===== src/rtl/seg_xlate_pkg.sv =====
package seg_xlate_pkg;
  localparam int ADDR_W    = 32;
  localparam int SEL_W     = 16;
  localparam int IDX_W     = 13;
  localparam int LIM_W     = 20;
  localparam int TBL_LIM_W = 16;
  localparam int SEG_ID_W  = 3;

  // descriptor word 1 field positions
  localparam int D_DPL_LO  = 20;
  localparam int D_PRESENT = 22;
  localparam int D_RW      = 23;
  localparam int D_CODE    = 24;
  localparam int D_RSV_LO  = 25;

  typedef enum logic [2:0] {
    FLT_NONE     = 3'd0,
    FLT_LIMIT    = 3'd1,
    FLT_TYPE     = 3'd2,
    FLT_UNLOADED = 3'd3,
    FLT_TABLE    = 3'd4,
    FLT_ABSENT   = 3'd5,
    FLT_PRIV     = 3'd6
  } faultCode_e;

  typedef enum logic [1:0] {
    ACC_READ  = 2'd0,
    ACC_WRITE = 2'd1,
    ACC_EXEC  = 2'd2
  } access_e;

  typedef struct packed {
    logic              loaded;
    logic [ADDR_W-1:0] base;
    logic [LIM_W-1:0]  limit;
    logic [1:0]        dpl;
    logic              isCode;
    logic              permRw;
  } segCache_t;

  typedef struct packed {
    logic latchReq;
    logic tblAbort;
    logic capLo;
    logic capHi;
    logic commit;
    logic addrHi;
  } ctrlStrobes_t;
endpackage


===== src/rtl/seg_xlate_ctrl.sv =====
module seg_xlate_ctrl
  import seg_xlate_pkg::*;
(
  input  logic         clk,
  input  logic         rstN,
  input  logic         ldValid,
  input  logic         tblOk,
  input  logic         memRdReady,
  output ctrlStrobes_t strobes,
  output logic         memRdValid,
  output logic         busy
);
  typedef enum logic [2:0] {S_IDLE, S_CHECK, S_RD_LO, S_RD_HI, S_FINISH} state_e;
  state_e stateQ, stateD;

  always_ff @(posedge clk) begin
    if (!rstN) stateQ <= S_IDLE;
    else       stateQ <= stateD;
  end

  always_comb begin
    stateD     = stateQ;
    strobes    = '0;
    memRdValid = 1'b0;
    unique case (stateQ)
      S_IDLE: begin
        if (ldValid) begin
          strobes.latchReq = 1'b1;
          stateD = S_CHECK;
        end
      end
      S_CHECK: begin
        if (tblOk) stateD = S_RD_LO;
        else begin
          strobes.tblAbort = 1'b1;
          stateD = S_IDLE;
        end
      end
      S_RD_LO: begin
        memRdValid = 1'b1;
        if (memRdReady) begin
          strobes.capLo = 1'b1;
          stateD = S_RD_HI;
        end
      end
      S_RD_HI: begin
        memRdValid     = 1'b1;
        strobes.addrHi = 1'b1;
        if (memRdReady) begin
          strobes.capHi = 1'b1;
          stateD = S_FINISH;
        end
      end
      S_FINISH: begin
        strobes.commit = 1'b1;
        stateD = S_IDLE;
      end
      default: stateD = S_IDLE;
    endcase
  end

  assign busy = (stateQ != S_IDLE);
endmodule


===== src/rtl/seg_xlate_dp.sv =====
module seg_xlate_dp
  import seg_xlate_pkg::*;
#(
  parameter int NUM_SEGS = 6
) (
  input  logic                 clk,
  input  logic                 rstN,
  input  ctrlStrobes_t         strobes,
  input  logic                 cfgWe,
  input  logic                 cfgLocal,
  input  logic [ADDR_W-1:0]    cfgBase,
  input  logic [TBL_LIM_W-1:0] cfgLimit,
  input  logic [SEG_ID_W-1:0]  ldSeg,
  input  logic [SEL_W-1:0]     ldSelector,
  input  logic [1:0]           ldCpl,
  output logic                 tblOk,
  output logic [ADDR_W-1:0]    memRdAddr,
  input  logic [31:0]          memRdData,
  output logic                 ldDone,
  output logic                 ldFault,
  output logic [2:0]           ldCode,
  input  logic                 xlValid,
  input  logic [SEG_ID_W-1:0]  xlSeg,
  input  logic [ADDR_W-1:0]    xlOffset,
  input  logic [1:0]           xlAccess,
  output logic                 xlDone,
  output logic                 xlFault,
  output logic [2:0]           xlCode,
  output logic [ADDR_W-1:0]    xlLinear
);
  localparam int ENT_SHIFT = 3;

  // descriptor table registers
  logic [ADDR_W-1:0]    gdtBaseQ, ldtBaseQ;
  logic [TBL_LIM_W-1:0] gdtLimQ, ldtLimQ;

  always_ff @(posedge clk) begin
    if (!rstN) begin
      gdtBaseQ <= '0; gdtLimQ <= '0;
      ldtBaseQ <= '0; ldtLimQ <= '0;
    end else if (cfgWe) begin
      if (cfgLocal) begin ldtBaseQ <= cfgBase; ldtLimQ <= cfgLimit; end
      else          begin gdtBaseQ <= cfgBase; gdtLimQ <= cfgLimit; end
    end
  end

  // latched load request and fetched descriptor words
  logic [SEL_W-1:0]    selQ;
  logic [SEG_ID_W-1:0] segQ;
  logic [1:0]          cplQ;
  logic [31:0]         wordLoQ, wordHiQ;

  always_ff @(posedge clk) begin
    if (!rstN) begin
      selQ <= '0; segQ <= '0; cplQ <= '0;
      wordLoQ <= '0; wordHiQ <= '0;
    end else begin
      if (strobes.latchReq) begin
        selQ <= ldSelector; segQ <= ldSeg; cplQ <= ldCpl;
      end
      if (strobes.capLo) wordLoQ <= memRdData;
      if (strobes.capHi) wordHiQ <= memRdData;
    end
  end

  logic [IDX_W-1:0]     reqIdx;
  logic                 reqLocal;
  logic [1:0]           reqRpl;
  logic [TBL_LIM_W-1:0] entryEnd;
  logic [ADDR_W-1:0]    tblBase;

  assign reqIdx   = selQ[SEL_W-1:ENT_SHIFT];
  assign reqLocal = selQ[2];
  assign reqRpl   = selQ[1:0];
  assign entryEnd = {reqIdx, {ENT_SHIFT{1'b1}}};
  assign tblOk    = entryEnd <= (reqLocal ? ldtLimQ : gdtLimQ);
  assign tblBase  = reqLocal ? ldtBaseQ : gdtBaseQ;
  assign memRdAddr = tblBase + ADDR_W'({reqIdx, {ENT_SHIFT{1'b0}}})
                   + (strobes.addrHi ? ADDR_W'(4) : ADDR_W'(0));

  // descriptor evaluation at commit
  logic       descPresent, privOk, commitOk;
  logic [1:0] effPl;
  faultCode_e loadCode;
  segCache_t  newCache;

  always_comb begin
    descPresent = wordHiQ[D_PRESENT] && (wordHiQ[31:D_RSV_LO] == '0);
    effPl       = (cplQ > reqRpl) ? cplQ : reqRpl;
    privOk      = effPl <= wordHiQ[D_DPL_LO +: 2];
    if (!descPresent)  loadCode = FLT_ABSENT;
    else if (!privOk)  loadCode = FLT_PRIV;
    else               loadCode = FLT_NONE;
    commitOk        = strobes.commit && (loadCode == FLT_NONE);
    newCache.loaded = 1'b1;
    newCache.base   = wordLoQ;
    newCache.limit  = wordHiQ[LIM_W-1:0];
    newCache.dpl    = wordHiQ[D_DPL_LO +: 2];
    newCache.isCode = wordHiQ[D_CODE];
    newCache.permRw = wordHiQ[D_RW];
  end

  // hidden descriptor caches, one per segment register
  segCache_t cacheQ [NUM_SEGS];

  for (genvar g = 0; g < NUM_SEGS; g++) begin : gSeg
    always_ff @(posedge clk) begin
      if (!rstN)                                      cacheQ[g] <= '0;
      else if (commitOk && segQ == SEG_ID_W'(g))      cacheQ[g] <= newCache;
    end
  end

  always_ff @(posedge clk) begin
    if (!rstN) begin
      ldDone <= 1'b0; ldFault <= 1'b0; ldCode <= '0;
    end else begin
      ldDone <= strobes.commit | strobes.tblAbort;
      if (strobes.tblAbort) begin
        ldFault <= 1'b1; ldCode <= FLT_TABLE;
      end else if (strobes.commit) begin
        ldFault <= (loadCode != FLT_NONE); ldCode <= loadCode;
      end else begin
        ldFault <= 1'b0; ldCode <= '0;
      end
    end
  end

  // translation path
  segCache_t  hit;
  faultCode_e xCode;
  logic       typeOk;

  always_comb begin
    hit = '0;
    for (int i = 0; i < NUM_SEGS; i++)
      if (xlSeg == SEG_ID_W'(i)) hit = cacheQ[i];
    unique case (xlAccess)
      ACC_EXEC:  typeOk = hit.isCode;
      ACC_WRITE: typeOk = !hit.isCode && hit.permRw;
      ACC_READ:  typeOk = !hit.isCode || hit.permRw;
      default:   typeOk = 1'b0;
    endcase
    if (!hit.loaded)                             xCode = FLT_UNLOADED;
    else if (xlOffset > ADDR_W'(hit.limit))      xCode = FLT_LIMIT;
    else if (!typeOk)                            xCode = FLT_TYPE;
    else                                         xCode = FLT_NONE;
  end

  always_ff @(posedge clk) begin
    if (!rstN) begin
      xlDone <= 1'b0; xlFault <= 1'b0; xlCode <= '0; xlLinear <= '0;
    end else begin
      xlDone <= xlValid;
      if (xlValid) begin
        xlFault  <= (xCode != FLT_NONE);
        xlCode   <= xCode;
        xlLinear <= (xCode == FLT_NONE) ? hit.base + xlOffset : '0;
      end else begin
        xlFault <= 1'b0; xlCode <= '0; xlLinear <= '0;
      end
    end
  end
endmodule


===== src/rtl/seg_xlate_unit.sv =====
module seg_xlate_unit
  import seg_xlate_pkg::*;
#(
  parameter int NUM_SEGS = 6
) (
  input  logic        clk,
  input  logic        rstN,
  input  logic        cfgWe,
  input  logic        cfgLocal,
  input  logic [31:0] cfgBase,
  input  logic [15:0] cfgLimit,
  input  logic        ldValid,
  input  logic [2:0]  ldSeg,
  input  logic [15:0] ldSelector,
  input  logic [1:0]  ldCpl,
  output logic        busy,
  output logic        ldDone,
  output logic        ldFault,
  output logic [2:0]  ldCode,
  output logic        memRdValid,
  output logic [31:0] memRdAddr,
  input  logic        memRdReady,
  input  logic [31:0] memRdData,
  input  logic        xlValid,
  input  logic [2:0]  xlSeg,
  input  logic [31:0] xlOffset,
  input  logic [1:0]  xlAccess,
  output logic        xlDone,
  output logic        xlFault,
  output logic [2:0]  xlCode,
  output logic [31:0] xlLinear
);
  ctrlStrobes_t strobes;
  logic         tblOk;

  seg_xlate_ctrl i_ctrl (
    .clk(clk), .rstN(rstN), .ldValid(ldValid), .tblOk(tblOk),
    .memRdReady(memRdReady), .strobes(strobes),
    .memRdValid(memRdValid), .busy(busy)
  );

  seg_xlate_dp #(.NUM_SEGS(NUM_SEGS)) i_dp (
    .clk(clk), .rstN(rstN), .strobes(strobes),
    .cfgWe(cfgWe), .cfgLocal(cfgLocal), .cfgBase(cfgBase), .cfgLimit(cfgLimit),
    .ldSeg(ldSeg), .ldSelector(ldSelector), .ldCpl(ldCpl),
    .tblOk(tblOk), .memRdAddr(memRdAddr), .memRdData(memRdData),
    .ldDone(ldDone), .ldFault(ldFault), .ldCode(ldCode),
    .xlValid(xlValid), .xlSeg(xlSeg), .xlOffset(xlOffset), .xlAccess(xlAccess),
    .xlDone(xlDone), .xlFault(xlFault), .xlCode(xlCode), .xlLinear(xlLinear)
  );
endmodule


===== config.mk =====
export PLATFORM = sky130hd
export DESIGN_NAME = seg_xlate_unit
export DESIGN_NICKNAME = d
export VERILOG_FILES = /design/src/rtl/seg_xlate_pkg.sv /design/src/rtl/seg_xlate_ctrl.sv /design/src/rtl/seg_xlate_dp.sv /design/src/rtl/seg_xlate_unit.sv
export SDC_FILE = /design/constraint.sdc
export NUM_CORES = 1
export LEC_CHECK = 0
export CAP_MARGIN = 20
export CORE_MARGIN = 4
export CORE_UTILIZATION = 53
export CTS_CLUSTER_DIAMETER = 50
export CTS_CLUSTER_SIZE = 10
export DETAILED_ROUTE_END_ITERATION = 12
export GPL_ROUTABILITY_DRIVEN = 1
export PLACE_DENSITY = 0.77
export SYNTH_ARGS = -nofsm -noshare
export SYNTH_HDL_FRONTEND = slang
export SYNTH_SLANG_ARGS = --single-unit

===== constraint.sdc =====
create_clock -name clk -period 6.6 [get_ports clk]
set_input_delay 0.66 -clock clk [delete_from_list [all_inputs] [get_ports clk]]
set_output_delay 0.66 -clock clk [all_outputs]
set_load 0.03 [all_outputs]

==> reports/results.ini <==
[worst_setup_path]
crit_slowest_cell = clkdlybuf4s50_1
crit_type = reg2out
path_max_fanout = 8
regToRegSetupSlack_ps = 2310
max_stage_delay_ps = 700
cp_top_family = simple AND/OR/NAND/NOR gates
crit_chain = inv_1 > nor2_1 > and2_1 > ha_1 > inv_1 > fa_1 > nor2b_1 > o21a_1 > o21ai_0 > a21oi_1 > nor2_1 > a31oi_2 > nand2_1 > nor4b_1 > xnor2_1 > clkdlybuf4s50_1
cp_num_buf_inv = 3
cp_data_arrival_time_ps = 4880
start_kind = flop
required_ps = 5940
setup.worst_path.end_class = output port

[logic_synthesis]
synth_cells = 2417
syn_area_per_cell_um2 = 10.71
async_reset_ff_frac = 0
netlist_area_mm2 = 0.02588
yosysMostFrequentCell = nand2_1
syn_nets = 2647
yosysSeqAreaShare = 0.5558
yosys_register_bits = 554
synth_commonest_cells = nand2_1 (457), edfxtp_1 (329), and2_1 (276), a21oi_1 (243), dfxtp_1 (225)
synth.area.top_cells = edfxtp_1 (38%), dfxtp_1 (17%), and2_1 (6.7%)
ys_warn_count = 0
synth_top_area_frac = 0.3818
synth_edf_count = 329
synth_top_cell_by_area = edfxtp_1
ys.flop_type = edfxtp_1
yosysUniqueCellTypes = 64

[detailed_routing]
first_pass_iters = 6
drt_iter0_markers = 2001
ant_nets = 0
drt-met1-wl_um = 28450
top_layer = met5
wl_met3_um = 6335
finalWirelength_um = 70530
drc = 0
vias = 19354
wl_per_cell_um = 21.61
viasPerCell = 5.930
met2_wirelength_um = 33700

[timing]
slew_viol_final = 0
hold_viol_final = 0
setup-tns-final_ps = 0
setup_ws_ps = 1055
tightest_slew_ps = 1135
finalCritPeriodShare = 0.8401
rsz0062_at_grt = no
slew-limit-headroom = 0.2403
period_minus_slack_ps = 5545
fmaxAchievable_ghz = 0.1804
finClkSkew_ps = 20.72
finalSetupViolCount = 0

[clock_network]
clk_latency_ps = 590
cts_sinks = 554
htree_levels = 3
ctsResizeCount = 0
hold_buffers = 0
numCtsBuffers = 68
clk_pin_slew_ps = 50
clk_path_buf_depth = 3
cts_tree = yes
root_buffer = clkbuf_16
postCtsSetupBuffers = 0

[die]
std_cell_rows = 80
start_util = 0.5386
die-area_mm2 = 0.05243
die_h_um = 229.0
core_mm2 = 0.04805
die_w_um = 229.0
io_pins = 221

[cells_and_area]
seq_area_mm2 = 0.01439
drive_above_1_share = 0.08381
multi_input_area_mm2 = 0.01091
num-nets-final = 2831
diodes = 0
fillers = 3681
areaGrowthSynthToFinish_pct = 18.58

[power]
p_leak_uw = 0.01166
vdd.ir_drop.worst_uv = 173.4
power.density_mw_per_mm2 = 266.4

[global_route]
overflow = 0
antenna_found_initial = 1
grtUsageTotal = 0.2648
grt_max_degree = 117
grt_pass1_vias = 19604
grt_pass1_wl_um = 109600

[place]
place_ws_ps = 1543
dp_hpwl_um = 44460
gp_congestion = 0.9553
io_buffers = 219

[hold_path]
hp-class = reg2reg

[run_status]
status = finished, final reports clean

[flow_run]
cap_viol_max_count = 0

## placed cells by master (no fill, tap or decap), types with 17 or more instances in the layout
| cell | netlist | routed |
|---|---|---|
| a21o_1 | 27 | 27 |
| a21oi_1 | 243 | 243 |
| and2_1 | 276 | 276 |
| and3_1 | 61 | 61 |
| buf_4 | 2 | 39 |
| clkbuf_1 | 114 | 38 |
| clkbuf_16 | 0 | 71 |
| clkdlybuf4s50_1 | 0 | 216 |
| dfxtp_1 | 225 | 224 |
| edfxtp_1 | 329 | 329 |
| ha_1 | 83 | 83 |
| inv_1 | 26 | 26 |
| mux2_2 | 32 | 32 |
| mux2i_1 | 81 | 81 |
| mux4_2 | 40 | 40 |
| nand2_1 | 457 | 455 |
| nand3_1 | 22 | 22 |
| nand4_1 | 17 | 17 |
| nor2_1 | 82 | 81 |
| o21ai_0 | 80 | 77 |
| xnor2_1 | 36 | 36 |
| xor2_1 | 21 | 21 |
## through the flow
stage                     total power [uW]  utilization  hold WS (ps)  cells  instance area [um2]
after floorplan                       4471            -         431.6   2417                25880
after global placement                4811       0.5967         438.2   3146                28670
after detailed placement              4836       0.5967         443.9   3146                28670
after CTS                             8209       0.6387         451.1   3264                30690
after global routing                  8459       0.6387         470.8   3264                30690
final                                 8173       0.6387         450.4   3264                30690
## sequential cells by signal, indices dropped and copies added, names as in the netlist, 3 cells and up
name / cells
i_dp.ldCode: 3
i_dp.segQ: 3
i_dp.wordHiQ: 32
i_dp.ldtBaseQ: 32
i_dp.gdtLimQ: 16
i_dp.ldtLimQ: 16
i_dp.selQ: 16
i_dp.cacheQ: 330
i_ctrl.stateQ: 3
i_dp.wordLoQ: 32
i_dp.xlLinear: 32
i_dp.gdtBaseQ: 32
## report_power, final
group          internal [uW]  total, uW  switching, uW
Combinational            381        946            565
Clock                   2030       3390           1360
Sequential              3770       3840           64.8
Total                   6180       8170           1990
## final cells by class
cell class | instances | area share
Clock buffer | 113 | 0.06434
Clock inverter | 5 | 0.001305
Inverter | 27 | 0.003466
Multi-Input combinational cell | 1691 | 0.3557
Sequential cell | 554 | 0.4688
Tap cell | 615 | 0.02508
Timing Repair Buffer | 259 | 0.08135
## worst min-delay path, stage by stage (launching register included)
cell	delay (ps)
dfxtp_1	300
nand2_1	50
a21oi_1	50
## logic make-up (layout without fill, tap and decap cells)
family | after synthesis | in the layout | share of synthesized area
flops | 554 | 554 | 0.5558
mux | 153 | 153 | 0.08007
fa+ha+maj | 85 | 85 | 0.04168
simple gates | 973 | 973 | 0.1831
compound gates | 422 | 422 | 0.09327
buf+inv | 172 | 404 | 0.02659
other cells | 1 | 1 | 0.0001449
xor+xnor | 57 | 57 | 0.01929
## metal layers
metal | up-vias | GRT usage
li1 | 8892 | -
met1 | 9374 | 0.3540
met2 | 929 | 0.4382
met3 | 157 | 0.05442
met4 | 2 | 0.08197
met5 | - | 0
## worst paths after layout
path,startpoint,end,cells after the start
min reg2reg,i_dp.ldtBaseQ[6],i_dp.ldtBaseQ[6],2
max reg2reg,i_dp.cplQ[1],i_dp.cacheQ[1][70],14
max,i_ctrl.stateQ[1],memRdAddr[28],16
min,i_dp.ldtBaseQ[6],i_dp.ldtBaseQ[6],2
Power figures use the tool's default switching activity.
